### config.mk
export PLATFORM = sky130hd
export DESIGN_NAME = acc_exec_unit
export DESIGN_NICKNAME = d
export VERILOG_FILES = /design/src/rtl/acc_eu_pkg.sv /design/src/rtl/acc_eu_arith.sv /design/src/rtl/acc_eu_logic.sv /design/src/rtl/acc_eu_shift.sv /design/src/rtl/acc_exec_unit.sv
export SDC_FILE = /design/constraint.sdc
export NUM_CORES = 1
export LEC_CHECK = 0
export BUFFER_PORTS_ARGS = -buffer_cell sky130_fd_sc_hd__buf_4
export CAP_MARGIN = 5
export CORE_UTILIZATION = 40
export CTS_CLUSTER_SIZE = 12
export DETAILED_ROUTE_END_ITERATION = 10
export PLACE_DENSITY = 0.59
export SKIP_CTS_REPAIR_TIMING = 1
export SLEW_MARGIN = 0
export SYNTH_ARGS = -nofsm -noshare
export SYNTH_HDL_FRONTEND = slang
export SYNTH_SLANG_ARGS = --single-unit
### constraint.sdc
create_clock -name clk -period 9.5 [get_ports clk]
set_input_delay 0.475 -clock clk [delete_from_list [all_inputs] [get_ports clk]]
set_output_delay 0.475 -clock clk [all_outputs]
set_load 0.01 [all_outputs]
### src/rtl/acc_eu_pkg.sv
package acc_eu_pkg;

    typedef enum logic [1:0] {
        GRP_ARITH = 2'd0,
        GRP_LOGIC = 2'd1,
        GRP_SHIFT = 2'd2,
        GRP_UNARY = 2'd3
    } grp_e;

    // arithmetic group
    localparam logic [2:0] OP_ADD  = 3'd0;
    localparam logic [2:0] OP_SUB  = 3'd1;
    localparam logic [2:0] OP_CMP  = 3'd2;
    // logic group
    localparam logic [2:0] OP_AND  = 3'd0;
    localparam logic [2:0] OP_OR   = 3'd1;
    localparam logic [2:0] OP_XOR  = 3'd2;
    localparam logic [2:0] OP_NOT  = 3'd3;
    localparam logic [2:0] OP_TEST = 3'd4;
    // shift group
    localparam logic [2:0] OP_SHL  = 3'd0;
    localparam logic [2:0] OP_SAL  = 3'd1;
    localparam logic [2:0] OP_ROL  = 3'd2;
    localparam logic [2:0] OP_RCL  = 3'd3;
    localparam logic [2:0] OP_SHR  = 3'd4;
    localparam logic [2:0] OP_SAR  = 3'd5;
    localparam logic [2:0] OP_ROR  = 3'd6;
    localparam logic [2:0] OP_RCR  = 3'd7;
    // unary group
    localparam logic [2:0] OP_INC  = 3'd0;
    localparam logic [2:0] OP_DEC  = 3'd1;
    localparam logic [2:0] OP_NEG  = 3'd2;

    // which state items an operation is allowed to write
    typedef struct packed {
        logic acc;
        logic cf;
        logic zf;
    } wr_mask_t;

    localparam wr_mask_t WR_NONE = 3'b000;
    localparam wr_mask_t WR_ALL  = 3'b111;

endpackage

### src/rtl/acc_eu_arith.sv
// Shared adder for the arithmetic group and the unary group.
module acc_eu_arith
    import acc_eu_pkg::*;
#(
    parameter int W = 8
) (
    input  logic         sel_unary,
    input  logic [2:0]   opc,
    input  logic         with_c,
    input  logic [W-1:0] a,
    input  logic [W-1:0] b,
    input  logic         cin,
    output logic [W-1:0] res,
    output logic         cout,
    output wr_mask_t     wr
);
    localparam int SW = W + 1;

    logic [W-1:0]  add_x;
    logic [W-1:0]  add_y;
    logic          add_ci;
    logic          borrow_mode;
    logic [SW-1:0] sum;

    always_comb begin
        add_x       = a;
        add_y       = '0;
        add_ci      = 1'b0;
        borrow_mode = 1'b0;
        wr          = WR_NONE;
        if (!sel_unary) begin
            case (opc)
                OP_ADD: begin
                    add_y  = b;
                    add_ci = with_c & cin;
                    wr     = WR_ALL;
                end
                OP_SUB, OP_CMP: begin
                    add_y       = ~b;
                    add_ci      = ~(with_c & cin);
                    borrow_mode = 1'b1;
                    wr          = '{acc: (opc == OP_SUB), cf: 1'b1, zf: 1'b1};
                end
                default: wr = WR_NONE;
            endcase
        end else begin
            case (opc)
                OP_INC: begin
                    add_ci = 1'b1;
                    wr     = WR_ALL;
                end
                OP_DEC: begin
                    add_y       = '1;
                    borrow_mode = 1'b1;
                    wr          = WR_ALL;
                end
                OP_NEG: begin
                    add_x       = '0;
                    add_y       = ~a;
                    add_ci      = 1'b1;
                    borrow_mode = 1'b1;
                    wr          = WR_ALL;
                end
                default: wr = WR_NONE;
            endcase
        end
    end

    assign sum  = {1'b0, add_x} + {1'b0, add_y} + {{(SW-1){1'b0}}, add_ci};
    assign res  = sum[W-1:0];
    assign cout = sum[W] ^ borrow_mode;

endmodule

### src/rtl/acc_eu_logic.sv
// Bitwise operations and bit test.
module acc_eu_logic
    import acc_eu_pkg::*;
#(
    parameter int W = 8
) (
    input  logic [2:0]   opc,
    input  logic [W-1:0] a,
    input  logic [W-1:0] b,
    output logic [W-1:0] res,
    output logic         cout,
    output wr_mask_t     wr
);
    always_comb begin
        res  = a;
        cout = 1'b0;
        wr   = WR_ALL;
        case (opc)
            OP_AND:  res = a & b;
            OP_OR:   res = a | b;
            OP_XOR:  res = a ^ b;
            OP_NOT:  res = ~a;
            OP_TEST: begin
                res = a & b;
                wr  = '{acc: 1'b0, cf: 1'b0, zf: 1'b1};
            end
            default: wr = WR_NONE;
        endcase
    end
endmodule

### src/rtl/acc_eu_shift.sv
// Single-place shifts and rotations of the accumulator.
module acc_eu_shift
    import acc_eu_pkg::*;
#(
    parameter int W = 8
) (
    input  logic [2:0]   opc,
    input  logic [W-1:0] a,
    input  logic         cin,
    output logic [W-1:0] res,
    output logic         cout,
    output wr_mask_t     wr
);
    localparam int MSB = W - 1;

    logic left_dir;
    logic fill_bit;

    always_comb begin
        left_dir = ~opc[2];
        case (opc)
            OP_SHL, OP_SAL, OP_SHR: fill_bit = 1'b0;
            OP_ROL:                 fill_bit = a[MSB];
            OP_ROR:                 fill_bit = a[0];
            OP_SAR:                 fill_bit = a[MSB];
            default:                fill_bit = cin;
        endcase
        if (left_dir) begin
            res  = {a[MSB-1:0], fill_bit};
            cout = a[MSB];
        end else begin
            res  = {fill_bit, a[MSB:1]};
            cout = a[0];
        end
        wr = WR_ALL;
    end
endmodule

### src/rtl/acc_exec_unit.sv
module acc_exec_unit
    import acc_eu_pkg::*;
#(
    parameter int W = 8
) (
    input  logic         clk,
    input  logic         rst,
    input  logic [1:0]   grp_i,
    input  logic [2:0]   opc_i,
    input  logic         with_c_i,
    input  logic         ld_acc_i,
    input  logic         ld_cf_i,
    input  logic         ld_zf_i,
    input  logic         use_imm_i,
    input  logic [W-1:0] reg_op_i,
    input  logic [W-1:0] imm_op_i,
    output logic [W-1:0] acc_o,
    output logic         cf_o,
    output logic         zf_o
);
    typedef struct packed {
        logic [W-1:0] acc;
        logic         cf;
        logic         zf;
    } state_t;

    state_t st_d, st_q;

    logic [W-1:0] opnd_b;
    logic [W-1:0] ar_res, lg_res, sh_res, sel_res;
    logic         ar_cout, lg_cout, sh_cout, sel_cout;
    wr_mask_t     ar_wr, lg_wr, sh_wr, sel_wr;
    grp_e         grp;

    assign grp    = grp_e'(grp_i);
    assign opnd_b = use_imm_i ? imm_op_i : reg_op_i;

    acc_eu_arith #(.W(W)) u_arith (
        .sel_unary (grp == GRP_UNARY),
        .opc       (opc_i),
        .with_c    (with_c_i),
        .a         (st_q.acc),
        .b         (opnd_b),
        .cin       (st_q.cf),
        .res       (ar_res),
        .cout      (ar_cout),
        .wr        (ar_wr)
    );

    acc_eu_logic #(.W(W)) u_logic (
        .opc  (opc_i),
        .a    (st_q.acc),
        .b    (opnd_b),
        .res  (lg_res),
        .cout (lg_cout),
        .wr   (lg_wr)
    );

    acc_eu_shift #(.W(W)) u_shift (
        .opc  (opc_i),
        .a    (st_q.acc),
        .cin  (st_q.cf),
        .res  (sh_res),
        .cout (sh_cout),
        .wr   (sh_wr)
    );

    always_comb begin
        case (grp)
            GRP_LOGIC: begin
                sel_res = lg_res; sel_cout = lg_cout; sel_wr = lg_wr;
            end
            GRP_SHIFT: begin
                sel_res = sh_res; sel_cout = sh_cout; sel_wr = sh_wr;
            end
            default: begin
                sel_res = ar_res; sel_cout = ar_cout; sel_wr = ar_wr;
            end
        endcase

        st_d = st_q;
        if (ld_acc_i && sel_wr.acc) st_d.acc = sel_res;
        if (ld_cf_i  && sel_wr.cf)  st_d.cf  = sel_cout;
        if (ld_zf_i  && sel_wr.zf)  st_d.zf  = (sel_res == '0);
    end

    always_ff @(posedge clk) begin
        if (rst) st_q <= '0;
        else     st_q <= st_d;
    end

    assign acc_o = st_q.acc;
    assign cf_o  = st_q.cf;
    assign zf_o  = st_q.zf;


    reset_clear_chk: assert property (@(posedge clk)
        rst |=> (acc_o == '0 && !cf_o && !zf_o));


    cmp_keeps_acc_chk: assert property (@(posedge clk) disable iff (rst)
        (grp_i == GRP_ARITH && opc_i == OP_CMP) |=> (acc_o == $past(acc_o)));


    test_keeps_state_chk: assert property (@(posedge clk) disable iff (rst)
        (grp_i == GRP_LOGIC && opc_i == OP_TEST)
            |=> (acc_o == $past(acc_o) && cf_o == $past(cf_o)));


    hold_acc_chk: assert property (@(posedge clk) disable iff (rst)
        !ld_acc_i |=> (acc_o == $past(acc_o)));


    hold_cf_chk: assert property (@(posedge clk) disable iff (rst)
        !ld_cf_i |=> (cf_o == $past(cf_o)));


    hold_zf_chk: assert property (@(posedge clk) disable iff (rst)
        !ld_zf_i |=> (zf_o == $past(zf_o)));


    unused_code_chk: assert property (@(posedge clk) disable iff (rst)
        ((grp_i == GRP_ARITH && opc_i > OP_CMP) ||
         (grp_i == GRP_LOGIC && opc_i > OP_TEST) ||
         (grp_i == GRP_UNARY && opc_i > OP_NEG))
            |=> (acc_o == $past(acc_o) && cf_o == $past(cf_o) && zf_o == $past(zf_o)));

endmodule

# Yosys cells after proc, flatten, opt, wreduce, memory -nomap -nowiden

Index checks and enable logic that the tools add are counted.
W data, S select, Z words.

Bits in registers: 10
Bits of input ports: 28
Output and inout bits: 10
Word-level logic and storage cells: 55

Multiplexer cells: 21
Bitwise gates (word level): 8
Reduce and logical (&&, ||, !) cells: 12
$add $sub $neg: 2
Equal/unequal tests: 9

Operators by type and width:

| cell                 | number |
|---|---|
| $pmux W8 S2          | 3 |
| $mux W8              | 5 |
| $pmux W8 S4          | 1 |
| $pmux W3 S2          | 3 |
| $not A8 Y8           | 2 |
| $add A8 B8 Y9        | 1 |
| $add A9 B1 Y9        | 1 |
| $eq A3 B3 Y1 const B | 3 |
| $and A8 B8 Y8        | 1 |
| $logic_not A8 Y1     | 1 |
| $or A8 B8 Y8         | 1 |
| $reduce_or A2 Y1     | 4 |
| $xor A8 B8 Y8        | 1 |
| $eq A3 B2 Y1 const B | 2 |
| $mux W3              | 2 |
| $reduce_or A3 Y1     | 2 |
| $eq A2 B2 Y1 const B | 2 |
| $mux W1              | 4 |
| $pmux W1 S2          | 2 |
| $reduce_or A4 Y1     | 1 |
| $eq A3 B1 Y1 const B | 1 |
| $logic_and A1 B1 Y1  | 3 |
| $logic_not A3 Y1     | 1 |
| $pmux W1 S3          | 1 |
| 4 further kinds      | 4 |

# Depth between registers and ports, before layout

Gate-level depths: netlist (run 1).

Depth after elaboration: 8
Gate-level depth with buffers: 15
Depth with buffers taken out: 13

# Cells and area by module

Synthesis (run 1) repeated with hierarchy kept, for this count alone.

Cell total of the unflattened synthesis: 335
Area total of the unflattened synthesis: 2466.1 sq um

Modules (own cells, without submodules):

| module        | times used | area each (sq um) | cells each | sequential area each (sq um) |
|---|---|---|---|---|
| acc_eu_arith  | 1          | 795.8             | 125        | 0.0 |
| acc_exec_unit | 1          | 780.7             | 88         | 200.2 |
| acc_eu_logic  | 1          | 685.7             | 101        | 0.0 |
| acc_eu_shift  | 1          | 203.9             | 21         | 0.0 |

# Least setup slack after synthesis (run 1)

No wires, ideal clock.

Path kind: input -> register
Start: in grp_i[0]
End: reg st_q, in the netlist zf_o
Library setup time: 0.084 ns
Buffers on the path: 2
Arrival: 3.472 ns
Path slack: 5.943 ns
Data required time: 9.416 ns
Stages on the path: 15
Cell sequence: ha_1 clkbuf_1 or2_1 buf_1 o22a_1 o211ai_1 nand2_1 fa_1 fa_1 nand2b_1 a32oi_1 o211ai_1 a2111oi_2 nand4_1 o31ai_2

Longest elaborated chain between the ends: 6
Elaborated cells on any way between the ends: 13
Classes of those cells: add/sub: 2; eq/ne: 3; mux: 6; reduce/logical: 2

Ends and longest elaborated chain:

| item                   | line                | source |
|---|---|---|
| start: declaration     | acc_exec_unit.sv:8  | `input logic [1:0] grp_i,` |
| $eq A2 B2 Y1           | acc_exec_unit.sv:39 | `.sel_unary (grp == GRP_UNARY),` |
| $mux W8                | acc_eu_arith.sv:31  | `if (!sel_unary) begin` |
| $add A8 B8 Y9          | acc_eu_arith.sv:69  | `assign sum = {1'b0, add_x} + {1'b0, add_y} + {{(SW-1){1'b0}}, add_ci};` |
| $add A9 B1 Y9          | acc_eu_arith.sv:69  |  |
| $pmux W8 S2            | acc_exec_unit.sv:69 | `case (grp)` |
| $logic_not A8 Y1       | acc_exec_unit.sv:84 | `if (ld_zf_i && sel_wr.zf) st_d.zf = (sel_res == '0);` |
| end signal: assignment | acc_exec_unit.sv:89 | `else st_q <= st_d;` |
| end: declaration       | acc_exec_unit.sv:27 | `state_t st_d, st_q;` |

Several ways; a longest one is shown, not always the timed one.
A chain may end at the register's enable or synchronous reset.

# Final worst setup path (run 1)

Start: in opc_i[1]
End: reg st_q, in the netlist zf_o

Longest elaborated chain between the ends: 8
Elaborated cells on any way between the ends: 35
Classes of those cells: add/sub: 2; eq/ne: 6; mux: 17; reduce/logical: 10

Ends and longest elaborated chain:

| item                                                | line                | source |
|---|---|---|
| start: declaration                                  | acc_exec_unit.sv:9  | `input logic [2:0] opc_i,` |
| $eq A3 B2 Y1 / $eq A3 B1 Y1 (equally long branches) | --                  |  |
| $reduce_or A2 Y1 (no line)                          | --                  |  |
| $pmux W8 S2                                         | acc_eu_arith.sv:32  | `case (opc)` |
| $mux W8                                             | acc_eu_arith.sv:31  |  |
| $add A8 B8 Y9                                       | acc_eu_arith.sv:69  |  |
| $add A9 B1 Y9                                       | acc_eu_arith.sv:69  |  |
| $pmux W8 S2                                         | acc_exec_unit.sv:69 |  |
| $logic_not A8 Y1                                    | acc_exec_unit.sv:84 |  |

Several ways; a longest one is shown, not always the timed one.

==> key figures, run 1 <==
Run status
  • Status: completed

CTS
  • Worst-path clk slew: 50 ps
  • Root buf cell: clkbuf_8
  • TritonCTS clock tree: yes
  • TritonCTS Sinks: 10
  • CTS max path bufs: 2
  • Worst skew pair latency: 240 ps
  • CTS Buf Count: 3
  • CTS HTree Levels: 1

Critical path
  • Worst-path cell chain: buf_4 > nand2b_1 > o21ai_1 > nand2_1 > o211ai_1 > nand2_1 > fa_1 > fa_1 > nand2b_1 > a21oi_1 > inv_1 > a311oi_1 > nand4_1 > o31ai_2
  • Critical Path AT: 3820 ps
  • Worst Setup Path Type: in -> reg
  • CP max-delay cell: o21ai_1
  • CP endpoint kind: register
  • Critical-path maximum fanout: 31
  • CP required: 9650 ps
  • Delay of the slowest cell on the worst path: 460 ps
  • Crit path launch type: input port

Logic synthesis
  • Post-Syn Instances: 313
  • Post-synth cell types: 64
  • Synthesized area: 2260 sq um
  • Post-synth EDFFs: 0
  • Post-synthesis sequential area ratio: 8.84%
  • Yosys warns: 0
  • Most used DFF post-synth: dfxtp_1
  • Post-Syn Area per Cell: 7.23 sq um
  • Post-synthesis async set-or-reset flop share: 0%
  • Syn nets: 369
  • #FFs+latches synth: 10

Power
  • Leak pwr: 1.13 nW
  • Logic gate share of total power: 53.4%
  • Clk pwr share: 23.4%
  • Max VDD drop: 0.0000920 V
  • Cell Int Power: 0.134 mW
  • Pwr Density: 88.4 nW/um^2
  • Psw: 0.0944 mW
  • Reg power frac: 23.2%
  • Sw frac: 41.4%

Placed design
  • Place WS: 5700 ps
  • Hpwl dp: 5.60 mm
  • Dpl cells: 403
  • Area after DPL: 2520 sq um
  • Input/output buffers: 37
  • Gpl congestion: 0.920

Timing
  • Worst Tran Pin Value: 820 ps
  • RSZ-0062 raised after global routing: no
  • Fmax: 272 MHz
  • Worst Skew: 6.27 ps
  • Slew HR: 44.9%
  • Final setup TNS: 0 ps
  • Post-layout minimum cycle time: 3670 ps
  • Final period utilization: 38.7%
  • Final hold viol count: 0
  • PnR worst setup slack: 5830 ps
  • Max-slew violation count: 0
  • Final setup viols: 0

Routing
  • Initial DRC count: 255
  • Via count: 2441
  • DRC Markers: 0
  • Post-DRT Antenna Nets: 0
  • 1st-pass router iterations: 5
  • Drt wl/cell: 18.1 microns
  • Vias per inst: 6.00
  • Final WL: 7.36 mm

GRT
  • Number of global-route vias before repair: 2315
  • Largest net degree at the start of global routing: 37
  • Overall Global Routing Usage: 25.0%
  • First-pass GRT wire length: 11.9 mm
  • GRT overflow: 0
  • Initial antenna violation count: 0

Final layout
  • Layout area overhead: 13.9%
  • Final #Nets: 392
  • Post-Layout Cell Count: 407
  • Final instance area: 2580 sq um
  • Final Util: 47.1%
  • Share of cells above drive strength 1: 15.8%
  • Ant. Diodes: 0

Die
  • I/O pin count: 38
  • Die ar.: 5960 sq um
  • Die Ht: 77.2 microns
  • DIE WIDTH: 77.2 microns
  • Starting Density: 41.4%
  • Cell row count: 27
  • Core area: 5470 sq um

Min path
  • Hold Path Class: in -> reg

Job
  • Max-capacitance violation count: 0
==> placed cells by master, fill, tap and decap left out, types with 2 or more instances in the layout <==
cell type / n
a211o_1: 2
a211oi_1: 8
a21oi_1: 17
a221oi_1: 4
a22oi_1: 4
a31o_1: 2
a31oi_1: 8
a32oi_1: 2
and2_1: 2
and3b_1: 2
buf_4: 37
clkbuf_8: 4
dfxtp_1: 10
fa_1: 2
ha_1: 26
inv_1: 24
mux2_2: 3
mux2i_1: 14
nand2_1: 26
nand2b_1: 19
nand3b_1: 3
nand4_1: 3
nor2_1: 30
nor2b_1: 8
nor3_1: 3
nor3b_1: 2
o211ai_1: 4
o21a_1: 3
o21ai_0: 18
o21ai_1: 4
o21ba_1: 2
o221ai_1: 2
o22ai_1: 8
o31ai_1: 2
==> Yosys cell counts (all sizes together), types with 5 or more instances <==
| master | n | area (sq um) |
|---|---|---|
| nor2 | 30 | 113 |
| ha | 26 | 325 |
| nand2 | 26 | 97.6 |
| inv | 25 | 93.8 |
| o21ai | 23 | 119 |
| nand2b | 19 | 119 |
| a21oi | 17 | 85.1 |
| mux2i | 14 | 140 |
| buf | 11 | 77.6 |
| dfxtp | 10 | 200 |
| a211oi | 8 | 60.1 |
| a31oi | 8 | 50.1 |
| clkbuf | 8 | 30.0 |
| nor2b | 8 | 50.1 |
| o22ai | 8 | 50.1 |
| a221oi | 5 | 50.0 |
==> kinds of logic (layout without fill, tap and decap cells) <==
kind of cell / after synthesis / in the layout / synth area share [%]
xor+xnor: 2 / 2 / 0.774
compound gates: 106 / 106 / 33.0
buf+inv: 44 / 66 / 8.90
simple gates: 104 / 104 / 23.2
mux: 19 / 19 / 9.18
fa+ha+maj: 28 / 28 / 16.1
flops: 10 / 10 / 8.84
==> worst max-delay path, delay by kind of cell <==
kind / cells / cell delay [ps]
fa+ha+maj: 2 / 860
simple gates: 5 / 710
compound gates: 5 / 1410
buf+inv: 2 / 370
==> final cells by class <==
class | count | area, sq um
Fill cell | 587 | 2890
Timing Repair Buffer | 37 | 278
Clock buffer | 4 | 55.1
Tap cell | 72 | 90.1
Sequential cell | 10 | 200
Multi-Input combinational cell | 259 | 1860
Inverter | 25 | 93.8
==> sequential cells by signal, summed over array words and instances, names as in the netlist <==
name / flops
acc_o: 8
cf_o: 1
zf_o: 1
==> power groups by stage <==
stage / sequential [mW] / combinational (mW) / clock, mW
finish: 0.0530 / 0.122 / 0.0533
global route: 0.0533 / 0.135 / 0.0551
CTS: 0.0527 / 0.120 / 0.0548
detailed placement: 0.0535 / 0.119 / 0
global placement: 0.0537 / 0.119 / 0
floorplan: 0.0512 / 0.0845 / 0
==> routing by layer <==
layer  routed length [microns]  GRT usage, %  vias up  share of wire [%]
met4                       153          8.49        0                2.1
met2                      3260          39.5      120                 44
li1                          -             -     1198                  -
met3                       677          2.98       13                9.2
met5                         0             0        -                  0
met1                      3270          34.7     1110                 44
==> per-stage QoR <==
stage | hold WS (ps) | power [mW]
final | 485 | 0.228
after global routing | 504 | 0.243
after CTS | 481 | 0.227
after detailed placement | 619 | 0.172
after global placement | 624 | 0.173
after floorplan | 577 | 0.136
==> worst paths after layout <==
kind,slack [ps],depth (start not counted),to,from
max,5830,14,zf_o,opc_i[1]
min,490,2,acc_o[0],rst
max reg2reg,6330,11,zf_o,acc_o[0]
min reg2reg,640,3,cf_o,cf_o
Note: power is estimated with default switching activity, not from simulation.
==> inputs of run 2 (changes only) <==
PLACE_DENSITY = 0.61   (was 0.59)
clock period = 3.25 ns   (was 9.5 ns; I/O delays follow)
==> key figures, run 2 (same netlist as run 1, synthesis figures left out) <==
Timing
  • Max-slew violation count: 0 (unchanged)
  • Final setup viols: 0 (unchanged)
  • Worst Tran Pin Value: 565 ps (-255 ps)
  • Post-layout minimum cycle time: 3030 ps
  • Slew HR: 62.1% (+17 points)
  • RSZ-0062 raised after global routing: no
  • Final period utilization: 93.2%
  • Final hold viol count: 0 (unchanged)
  • Fmax: 330 MHz
  • Worst Skew: 0.506 ps (-5.76 ps)
  • PnR worst setup slack: 221 ps (-5610 ps)

Routing
  • Post-DRT Antenna Nets: 0 (unchanged)
  • Via count: 2497 (+2.3%)
  • 1st-pass router iterations: 5 (unchanged)
  • DRC Markers: 0 (unchanged)
  • Vias per inst: 5.90 (-1.6%)
  • Drt wl/cell: 17.4 microns (-3.5%)
  • Final WL: 7.38 mm (+0.30%)
  • Initial DRC count: 243 (-4.7%)

Critical path
  • Delay of the slowest cell on the worst path: 460 ps (about the same)
  • Cells on worst reg2reg path: 11 (unchanged)
  • Worst-path cell chain: buf_4 > ha_1 > or2_1 > o22a_1 > o211ai_1 > nand2_1 > fa_1 > fa_1 > nand2b_1 > a32oi_1 > o211ai_1 > a2111oi_2 > nand4_1 > o31ai_2
  • Worst R2R Start: acc_o[0]
  • CP max-delay cell: fa_1
  • CP endpoint kind: register
  • Buf/Inv on CP: 1 (-1)
  • Crit path launch type: input port
  • Critical path depth in cells: 14 (unchanged)
  • Reg2reg end: zf_o
  • Delay-heaviest family, CP: compound AO/OA/AOI/OAI gates
  • Critical-path maximum fanout: 3 (-90%)
  • Worst Setup Path Type: in -> reg
  • CP required: 3410 ps (-6240 ps)
  • Reg2Reg Setup Slack: 330 ps (-6000 ps)
  • Critical Path AT: 3190 ps (-630 ps)

Placed design
  • Dpl cells: 419 (+4.0%)
  • Gpl congestion: 0.909 (-1.1%)
  • Place WS: -32.7 ps (-5740 ps)
  • Input/output buffers: 37 (unchanged)
  • Hpwl dp: 5.69 mm (+1.5%)

Power
  • Leak pwr: 1.21 nW (+6.9%)
  • Max VDD drop: 0.000210 V (+130%)
  • Pwr Density: 254 nW/um^2 (+190%)

CTS
  • TritonCTS clock tree: yes
  • CTS max path bufs: 2 (unchanged)
  • Worst skew pair latency: 240 ps (about the same)
  • CTS HTree Levels: 1 (unchanged)
  • TritonCTS Sinks: 10 (unchanged)
  • Root buf cell: clkbuf_8
  • Worst-path clk slew: 50 ps (about the same)
  • CTS Buf Count: 3 (unchanged)

GRT
  • Initial antenna violation count: 0 (unchanged)
  • Overall Global Routing Usage: 25.1% (+0.075 points)
  • Largest net degree at the start of global routing: 27 (-27%)
  • First-pass GRT wire length: 11.8 mm (-0.58%)
  • Number of global-route vias before repair: 2205 (-4.8%)
  • GRT overflow: 0 (unchanged)

Job
  • Max-capacitance violation count: 0 (unchanged)

Die
  • Die Ht: 77.2 microns (unchanged)
  • DIE WIDTH: 77.2 microns (unchanged)
  • I/O pin count: 38 (unchanged)
  • Starting Density: 41.4% (unchanged)
  • Cell row count: 27 (unchanged)
  • Die ar.: 5960 sq um (unchanged)
  • Core area: 5470 sq um (unchanged)

Final layout
  • Layout area overhead: 19.5%
  • Final #Nets: 408 (+4.1%)
  • Ant. Diodes: 0 (unchanged)
  • Most common cell after layout, fill and taps aside: buf_4
  • Max reg flops: 8 (unchanged)
  • Most frequent cells in the layout: 53 x buf_4, 30 x nor2_1, 26 x nand2_1, 26 x ha_1, 24 x inv_1
  • Share of cells above drive strength 1: 19.9% (+4.1 points)
  • Filler Cells Inserted: 567 (-3.4%)
  • Post-Layout Cell Count: 423 (+3.9%)

Min path
  • Hold path start: rst
  • Hold EP: acc_o[2]
  • Hold Path Class: in -> reg
  • Hold path depth: 2 (unchanged)

Run status
  • Status: completed
==> run 2: cell types whose count changed in the layout (fill, tap and decap cells not counted) <==
cell / before / now
buf_4: 37 / 53
a31oi_2: 0 / 1
a31oi_1: 8 / 7
==> run 2: worst max path at each step <==
| stage | to | startpoint |
|---|---|---|
| 3_3_place_gp | zf_o | grp_i[0] |
| 4_1_cts | zf_o | grp_i[0] |
| 3_5_place_dp | zf_o | grp_i[0] |
| 6_report | zf_o | grp_i[0] |
| 2_1_floorplan | zf_o | grp_i[0] |
| 5_1_grt | zf_o | grp_i[0] |
==> run 2: area by class of cell <==
| type | count | area, sq um | area share (%) |
|---|---|---|---|
| inverter | 25 | 93.8 | 3.47 |
| clock buffer | 4 | 55.1 | 2.04 |
| sequential | 10 | 200 | 7.40 |
| tap | 72 | 90.1 | 3.33 |
| timing repair buffer | 53 | 398 | 14.7 |
| multi-input combinational | 259 | 1870 | 69.1 |
==> run 2: per-layer routing <==
layer  track usage (%)  up-vias  part of all wire [%]
met3              2.26        8                   7.8
met2              38.8       95                    45
li1                  -     1226                     -
met5                 0        -                     0
met4              6.42        0                   1.3
met1              36.7     1168                    46
==> run 2: where the power goes <==
part / leakage, nW / switching, mW / total, mW / internal (mW)
registers: 0.0816 / 0.0187 / 0.150 / 0.132
clock network: 0.0288 / 0.0553 / 0.162 / 0.107
logic: 1.10 / 0.208 / 0.375 / 0.166
==> run 2: metrics by stage <==
stage                     utilization [%]  setup TNS (ps)  hold slack [ps]  total power [mW]  area [sq um]
after floorplan                         -               0              406             0.397          2260
after global routing                 49.4               0              193             0.729          2710
final                                49.4               0              176             0.687          2710
after detailed placement             48.3           -32.7              427             0.520          2640
after global placement               48.3               0              426             0.517          2640
after CTS                            49.3               0              171             0.683          2700
